## config.mk

```make
export PLATFORM = sky130hd
export DESIGN_NAME = lpc_opb_win_decode
export DESIGN_NICKNAME = d
export VERILOG_FILES = /design/src/rtl/lpc_win_pkg.sv /design/src/rtl/lpc_win_match.sv /design/src/rtl/lpc_win_prio.sv /design/src/rtl/lpc_opb_win_decode.sv
export SDC_FILE = /design/constraint.sdc
export NUM_CORES = 1
export LEC_CHECK = 0
export CORE_ASPECT_RATIO = 0.6
export CORE_MARGIN = 5
export CORE_UTILIZATION = 25
export CTS_BUF_LIST = sky130_fd_sc_hd__clkbuf_4
export DETAILED_ROUTE_END_ITERATION = 16
export DONT_BUFFER_PORTS = 1
export GPL_ROUTABILITY_DRIVEN = 0
export MAX_ROUTING_LAYER = met4
export PLACE_DENSITY_LB_ADDON = 0.1
export SETUP_SLACK_MARGIN = 0.5
export SYNTH_ARGS = -nofsm -noshare
export SYNTH_HDL_FRONTEND = slang
export SYNTH_SLANG_ARGS = --single-unit
export TNS_END_PERCENT = 30
```

## constraint.sdc

```tcl
create_clock -name clk -period 2.83 [get_ports clk]
set_clock_uncertainty 0.05 [all_clocks]
set_input_delay 0.1415 -clock clk [delete_from_list [all_inputs] [get_ports clk]]
set_output_delay 0.1415 -clock clk [all_outputs]
set_load 0.005 [all_outputs]
```

## src/rtl/lpc_win_pkg.sv

```systemverilog
`timescale 1ns/1ps
package lpc_win_pkg;
    localparam int ADDR_W = 32;
    localparam int SIZE_W = 2;
    localparam int NTGT   = 5;

    // Target index order is also decode priority: lower index wins on overlap
    localparam int T_FW   = 0;
    localparam int T_MEM  = 1;
    localparam int T_IO   = 2;
    localparam int T_MREG = 3;
    localparam int T_HREG = 4;

    localparam logic [SIZE_W-1:0] SZ_WORD = 2'd2;

    localparam logic [ADDR_W-1:0] DEF_FW_BASE   = 32'hF000_0000;
    localparam logic [ADDR_W:0]   DEF_FW_SPAN   = 33'h0_1000_0000;
    localparam logic [ADDR_W-1:0] DEF_MEM_BASE  = 32'hE001_0000;
    localparam logic [ADDR_W:0]   DEF_MEM_SPAN  = 33'h0_1000_0000;
    localparam logic [ADDR_W-1:0] DEF_IO_BASE   = 32'hD001_0000;
    localparam logic [ADDR_W:0]   DEF_IO_SPAN   = 33'h0_0001_0000;
    localparam logic [ADDR_W-1:0] DEF_MREG_BASE = 32'hC001_0000;
    localparam logic [ADDR_W:0]   DEF_MREG_SPAN = 33'h0_0000_2000;
    localparam logic [ADDR_W-1:0] DEF_HREG_BASE = 32'hC001_2000;
    localparam logic [ADDR_W:0]   DEF_HREG_SPAN = 33'h0_0000_1000;

    typedef struct packed {
        logic              valid;
        logic [NTGT-1:0]   sel;
        logic [ADDR_W-1:0] offset;
        logic              err;
        logic              fw;
        logic              write;
        logic [SIZE_W-1:0] size;
    } rsp_t;
endpackage

```

## src/rtl/lpc_win_match.sv

```systemverilog
`timescale 1ns/1ps
// One address window: hit when BASE <= addr < BASE + SPAN, offset = addr - BASE
module lpc_win_match #(
    parameter int               AW   = 32,
    parameter logic [AW-1:0]    BASE = '0,
    parameter logic [AW:0]      SPAN = '0
) (
    input  logic [AW-1:0] addr,
    output logic          hit,
    output logic [AW-1:0] offset
);
    logic [AW:0] diff;

    always_comb begin
        diff   = {1'b0, addr} - {1'b0, BASE};
        hit    = !diff[AW] && (diff < SPAN);
        offset = diff[AW-1:0];
    end
endmodule

```

## src/rtl/lpc_win_prio.sv

```systemverilog
`timescale 1ns/1ps
// Keeps only the lowest-index hit so overlapping windows resolve by index
module lpc_win_prio #(
    parameter int N = 5
) (
    input  logic [N-1:0] hit,
    output logic [N-1:0] grant
);
    localparam logic [N-1:0] ONE = {{(N-1){1'b0}}, 1'b1};

    always_comb begin
        grant = hit & (~hit + ONE);
    end
endmodule

```

## src/rtl/lpc_opb_win_decode.sv

```systemverilog
`timescale 1ns/1ps
module lpc_opb_win_decode
    import lpc_win_pkg::*;
#(
    parameter logic [ADDR_W-1:0] FW_BASE   = DEF_FW_BASE,
    parameter logic [ADDR_W:0]   FW_SPAN   = DEF_FW_SPAN,
    parameter logic [ADDR_W-1:0] MEM_BASE  = DEF_MEM_BASE,
    parameter logic [ADDR_W:0]   MEM_SPAN  = DEF_MEM_SPAN,
    parameter logic [ADDR_W-1:0] IO_BASE   = DEF_IO_BASE,
    parameter logic [ADDR_W:0]   IO_SPAN   = DEF_IO_SPAN,
    parameter logic [ADDR_W-1:0] MREG_BASE = DEF_MREG_BASE,
    parameter logic [ADDR_W:0]   MREG_SPAN = DEF_MREG_SPAN,
    parameter logic [ADDR_W-1:0] HREG_BASE = DEF_HREG_BASE,
    parameter logic [ADDR_W:0]   HREG_SPAN = DEF_HREG_SPAN
) (
    input  logic              clk,
    input  logic              rst_n,
    input  logic              req_valid,
    input  logic [31:0]       req_addr,
    input  logic [1:0]        req_size,
    input  logic              req_write,
    output logic              rsp_valid,
    output logic [4:0]        rsp_sel,
    output logic [31:0]       rsp_offset,
    output logic              rsp_write,
    output logic [1:0]        rsp_size,
    output logic              rsp_decode_error,
    output logic              rsp_fw_cycle
);
    localparam logic [NTGT-1:0][ADDR_W-1:0] BASES =
        {HREG_BASE, MREG_BASE, IO_BASE, MEM_BASE, FW_BASE};
    localparam logic [NTGT-1:0][ADDR_W:0] SPANS =
        {HREG_SPAN, MREG_SPAN, IO_SPAN, MEM_SPAN, FW_SPAN};
    localparam logic [NTGT-1:0] REG_MASK =
        NTGT'((1 << T_MREG) | (1 << T_HREG));

    logic [NTGT-1:0]             hit;
    logic [NTGT-1:0]             win;
    logic [NTGT-1:0][ADDR_W-1:0] offs;

    generate
        for (genvar g = 0; g < NTGT; g++) begin : g_win
            lpc_win_match #(
                .AW   (ADDR_W),
                .BASE (BASES[g]),
                .SPAN (SPANS[g])
            ) u_match (
                .addr   (req_addr),
                .hit    (hit[g]),
                .offset (offs[g])
            );
        end
    endgenerate

    lpc_win_prio #(.N(NTGT)) u_prio (
        .hit   (hit),
        .grant (win)
    );

    rsp_t out_d, out_q;
    logic size_bad;

    always_comb begin
        out_d    = '0;
        size_bad = |(win & REG_MASK) && (req_size != SZ_WORD);
        if (req_valid) begin
            out_d.valid = 1'b1;
            out_d.write = req_write;
            out_d.size  = req_size;
            if (win == '0 || size_bad) begin
                out_d.err = 1'b1;
            end else begin
                out_d.sel = win;
                out_d.fw  = win[T_FW];
                for (int i = 0; i < NTGT; i++) begin
                    out_d.offset = out_d.offset | (offs[i] & {ADDR_W{win[i]}});
                end
            end
        end
    end

    always_ff @(posedge clk) begin
        if (!rst_n) out_q <= '0;
        else        out_q <= out_d;
    end

    assign rsp_valid        = out_q.valid;
    assign rsp_sel          = out_q.sel;
    assign rsp_offset       = out_q.offset;
    assign rsp_write        = out_q.write;
    assign rsp_size         = out_q.size;
    assign rsp_decode_error = out_q.err;
    assign rsp_fw_cycle     = out_q.fw;

    AST_RSP_FOLLOWS_REQ: assert property (@(posedge clk) disable iff (!rst_n)
        req_valid |=> rsp_valid);
    AST_IDLE_QUIET: assert property (@(posedge clk) disable iff (!rst_n)
        !req_valid |=> (!rsp_valid && rsp_sel == '0 && !rsp_decode_error && !rsp_fw_cycle));
    AST_SEL_ONEHOT: assert property (@(posedge clk) disable iff (!rst_n)
        rsp_valid |-> $onehot0(rsp_sel));
    AST_ERR_NO_SEL: assert property (@(posedge clk) disable iff (!rst_n)
        rsp_valid |-> (rsp_decode_error == (rsp_sel == '0)));
    AST_FW_FLAG: assert property (@(posedge clk) disable iff (!rst_n)
        rsp_fw_cycle == (rsp_sel[T_FW] && rsp_valid));
    AST_REG_WORD: assert property (@(posedge clk) disable iff (!rst_n)
        (rsp_sel[T_MREG] || rsp_sel[T_HREG]) |-> rsp_size == SZ_WORD);
    AST_IO_OFFSET: assert property (@(posedge clk) disable iff (!rst_n)
        rsp_sel[T_IO] |-> ({1'b0, rsp_offset} < IO_SPAN));
    AST_ERR_ZERO_OFF: assert property (@(posedge clk) disable iff (!rst_n)
        rsp_decode_error |-> (rsp_offset == '0 && !rsp_fw_cycle));
endmodule

```

# Word-level counts from Yosys, hierarchy flattened
# Cells that the tools add are included.
[totals]
regBits = 43
inputBits = 38
out_inout_bits = 43
word_cells = 52
[op_classes]
addsub = 6
magnitude_cmp = 5
n_eq_ne = 1
mux = 4
bitwise = 13
reduce_logical = 16
[ops]
columns = ["operator", "n"]
rows = [
  ["32-bit by 32-bit subtractor with 33-bit output (second input constant)", 5],
  ["32-bit bitwise AND", 5],
  ["32-bit OR", 4],
  ["33-bit by 29-bit less-than comparator with 1-bit output (second input constant)", 2],
  ["43-bit two-way mux", 1],
  ["37-bit two-way mux", 1],
  ["33-bit by 13-bit less-than comparator with 1-bit output (second input constant)", 1],
  ["33-bit by 14-bit less-than comparator with 1-bit output (second input constant)", 1],
  ["33-bit by 17-bit less-than comparator with 1-bit output (second input constant)", 1],
  ["1-bit logical AND", 6],
  ["5-bit by 1-bit adder with 5-bit output (second input constant)", 1],
  ["5-bit bitwise AND", 1],
  ["1-bit zero test", 5],
  ["5-bit zero test", 1],
  ["5-bit NOT", 1],
  ["3-bit OR reduction", 1],
  ["1-bit two-way mux", 2],
  ["2-bit != test (second input constant)", 1],
  ["1-bit NOT", 2],
  ["2-bit AND reduction", 1],
  ["2-bit OR reduction", 1],
  ["1-bit logical OR", 1],
]

# Logic depth before layout (Yosys ltp)
[depth]
depth_word = 13
mapped_depth = 11
depth_no_buf = 9

# Modules after synthesis
# From an unflattened synthesis, not the netlist that was laid out.
[unflattened]
hier_cells = 570
area_unflattened_um2 = 4712.0
[by_module_without_submodules]
columns = ["module", "n_inst", "cells_each", "area_per_inst_um2", "seq_area_each_um2"]
rows = [
  ["lpc_opb_win_decode", 1, 245, 2264.7, 840.8],
  ["lpc_win_match (g_win[2].u_match)", 1, 77, 575.6, 0.0],
  ["lpc_win_match (g_win[4].u_match)", 1, 70, 540.5, 0.0],
  ["lpc_win_match (g_win[3].u_match)", 1, 70, 506.7, 0.0],
  ["lpc_win_match (g_win[1].u_match)", 1, 67, 501.7, 0.0],
  ["lpc_win_match (g_win[0].u_match)", 1, 35, 267.8, 0.0],
  ["lpc_win_prio", 1, 6, 55.1, 0.0],
]

# Worst setup path after synthesis
# OpenSTA, ideal clock, no wires.
[synth_timing]
kind = "input-to-reg"
start = "input req_addr[17]"
end = "register out_q, in the netlist rsp_offset[19]"
setup_ns = 0.081
arrival_ns = 2.497
required_time_ns = 2.699
slack_ns = 0.202
cell_stages = 10
n_path_buf = 2
cell_sequence = "clkbuf_1 inv_1 ha_1 nor3b_1 nand3_1 xnor2_1 nor3_1 clkbuf_1 o21ai_0 a211oi_2"
[synth_between]
elab_chain_len = 11
elab_cells_between_ends = 37
cone_classes = "6 x add/sub; 5 x order compare; 11 x bitwise; 15 x reduce/logical"
[synth_rtl]
columns = ["item", "line_no", "source"]
rows = [
  ["from (decl)", "lpc_opb_win_decode.sv:19", "input logic [31:0] req_addr,"],
  ["32-bit by 32-bit subtractor with 33-bit output", "lpc_win_match.sv:15", "diff = {1'b0, addr} - {1'b0, BASE};"],
  ["33-bit by 29-bit less-than comparator with 1-bit output / 1-bit zero test (equally long branches)", "lpc_win_match.sv:16", "hit = !diff[AW] && (diff < SPAN);"],
  ["1-bit logical AND", "lpc_win_match.sv:16", ""],
  ["5-bit NOT", "lpc_win_prio.sv:12", "grant = hit & (~hit + ONE);"],
  ["5-bit by 1-bit adder with 5-bit output", "lpc_win_prio.sv:12", ""],
  ["5-bit bitwise AND", "lpc_win_prio.sv:12", ""],
  ["32-bit bitwise AND", "lpc_opb_win_decode.sv:76", "out_d.offset = out_d.offset | (offs[i] & {ADDR_W{win[i]}});"],
  ["32-bit OR (4 in series)", "lpc_opb_win_decode.sv:76", ""],
  ["to (signal assigned)", "lpc_opb_win_decode.sv:84", "else out_q <= out_d;"],
  ["to (decl)", "lpc_opb_win_decode.sv:60", "rsp_t out_d, out_q;"],
]
# Parallel ways exist; a longest one is shown, timed or not.
# A chain may end at the register's enable or synchronous reset.

# Worst setup path in the final report
[layout_timing]
start = "input req_addr[16]"
end = "register out_q, in the netlist rsp_offset[21]"
# Same word-level chain as after synthesis.

==> impl_metrics.toml <==
[run_status]
status = "complete, no violations"

[clock_network]
cts.clk_slew.worst_paths_ns = 0.12
cts_root_buffer = "clkbuf_4"
cts_tree = "built"
cts_buffers = 5
cts_buffer_depth = 2
h-tree-depth = 2
numClockSinks = 42

[final_layout]
layout-drive-gt1-share_pct = 23.8
fill_cells = 978
mostFrequentLayoutCell = "dfxtp_1"
area_growth_pct = 30.1
final_cell_mix = "dfxtp_1, dlygate4sd3_1, o21ai_0, nor3b_2, buf_4"
fin_nets = 339
fin_area_sq_mm = 0.00312

[drt]
vias_per_cell = 5.00
ant_nets = 0
drt_iter0_drc = 117
vias = 2126
wl_per_cell_um = 19.2
drc_errors = 0
routed_wl_um = 8150
drt-pass1-iter-count = 4

[global_routing]
busiest_layer = "met1"
grt_pass1_wl_um = 12800
grtUsageMet1_pct = 21.1
grt_start_max_net_pins = 36
overflow = 0
antenna_found_initial = 0
grt_usage_pct = 14.7
grt_use_met2_pct = 20.7
grt_pass1_vias = 2167
gr-usage-met3_pct = 4.92

[hold_path]
hp-start = "req_addr[27]"
hold_path_depth = 2
worst_hold_path.endpoint = "rsp_offset[27]"
hold_path_class = "input port to flip-flop"

[power_and_ir_drop]
p_leak_uw = 0.00107
p_per_area_mw_per_mm2 = 367
ir_worst_vdd_uv = 231

[yosys]
ys_seq_area_share_pct = 35.1
yosysUniqueCellTypes = 55
netlist_instances = 248
synth_edf_count = 0
ys_warn_count = 0
synth_top_flop_cell = "dfxtp_1"
avgSynthCellArea_sq_um = 9.67
synth_area_sq_mm = 0.00240
async_flop_share_pct = 0
synth_seq_cells = 42

[sta]
max_freq_mhz = 447
hold_ws_ns = 0.0151
tns_ns = 0
setup_slack_ns = 0.593
hold_violations = 0
report.final.setup_viol = 0
rsz0062_at_grt = "false"
fin_crit_ns = 2.24
slew_headroom_pct = 34.0
period_share_pct = 79.1
worstMarginPinSlew_ns = 0.986
drv_slew = 0

[job]
drv_cap = 0

[die]
initial_core_util_pct = 25.9
die_w_um = 136
dieArea_sq_mm = 0.0117
ios = 81
die_y_um = 85.9
rows = 27
core_area_sq_mm = 0.00926

[placed_design]
postPlaceCellArea_sq_mm = 0.00265
place_ws_ns = 0.175
numPortBuffers = 0
hpwlAfterDp_um = 5900

[worst_setup_path]
startpoint_type = "input port"
path_max_fanout = 15
critPathKind = "input port to flip-flop"
arrival_ns = 2.39
end_kind = "flip-flop"
critPathRequiredTime_ns = 2.98
-- kinds of logic after synthesis --
logic type	Yosys count	share of synthesized area (%)
other	1	0.156
and+or+nand+nor	92	28.1
muxes	4	1.72
AOI/OAI and AO/OA	69	23.7
buffers and inverters	28	5.58
DFF	42	35.1
adders and majority gates	8	4.18
xor gates and xnor gates	4	1.46
-- through the flow --
step                      util (%)  cells  total power (uW)
after detailed placement      28.6    378               720
after CTS                     33.3    421              1160
after global placement        28.6    378               721
after global routing          33.7    424              1210
final                         33.7    425              1150
after floorplan                  -    251               708
-- area by class of cell --
cell class / instances / area (sq um) / share of cell area (%)
diodes: 1 / 2.50 / 0.0802
clock buffers: 6 / 45.0 / 1.44
clock inverters: 2 / 37.5 / 1.20
inverters: 9 / 33.8 / 1.08
multi-input cells: 181 / 1460 / 46.9
flip-flops and latches: 42 / 841 / 27.0
well taps: 130 / 163 / 5.21
repair buffers: 54 / 533 / 17.1
-- critical path, stage by stage --
cell	delay, ns
inv_1	0.15
ha_1	0.24
or3b_2	0.53
nand4_1	0.11
o21ai_0	0.09
a31oi_1	0.27
buf_4	0.17
o21ba_2	0.19
o31a_4	0.24
buf_12	0.17
a211oi_2	0.05
-- cell usage after synthesis, drive strengths merged (2+ instances only) --
cell,instances,area [sq um]
a21boi,2,15.0
nand3,9,45.0
a211oi,13,158
a21oi,3,15.0
o211ai,6,45.0
buf,9,62.6
and3,4,25.0
mux2i,3,30.0
nand4,5,31.3
nor3,9,45.0
nor2,9,33.8
or4,2,15.0
nand4b,2,17.5
xnor2,4,35.0
clkbuf,10,37.5
o21ai,19,95.1
nand2b,3,18.8
o21bai,4,30.0
a21o,2,15.0
dfxtp,42,841
nor3b,17,203
o221ai,3,26.3
o31ai,3,22.5
nand2,10,37.5
o31a,4,43.8
ha,8,100
nor2b,3,18.8
nor4b,2,17.5
inv,9,33.8
nor4,10,108
a2111oi,3,38.8
-- worst max-delay path by stage --
stage / start / endpoint / slack, ns / cells after the start
6_report: req_addr[16] / rsp_offset[21] / 0.59 / 11
5_1_grt: req_addr[16] / rsp_offset[1] / 0.50 / 11
4_1_cts: req_addr[14] / rsp_offset[16] / 0.57 / 9
3_5_place_dp: req_addr[13] / rsp_offset[6] / 0.18 / 10
3_3_place_gp: req_addr[14] / rsp_offset[22] / 0.18 / 10
2_1_floorplan: req_addr[13] / rsp_decode_error / 0.50 / 10
-- layer usage --
layer	part of all wire [%]	vias to the layer above
met4	0.23	0
met3	9.4	4
met2	41	76
li1	-	1029
met5	0	-
met1	50	1017
-- where the power goes --
part           switching (uW)  internal (uW)  leakage, uW
registers                3.49            598     0.000341
clock network             196            196    0.0000419
logic                    71.5           80.2     0.000686
-- flip-flops by register name, indices dropped and copies added (netlist names) --
name,count
rsp_decode_error,1
rsp_offset,32
rsp_sel,5
rsp_size,2
rsp_valid,1
rsp_write,1
-- timing repair --
action	CTS	global route
hold buffers	35	1
endpoints found under the hold margin	31	1
buffers inserted	0	2
resized for setup	0	3
endpoints found under the setup margin	0	30
Power figures use the tool's default switching activity.
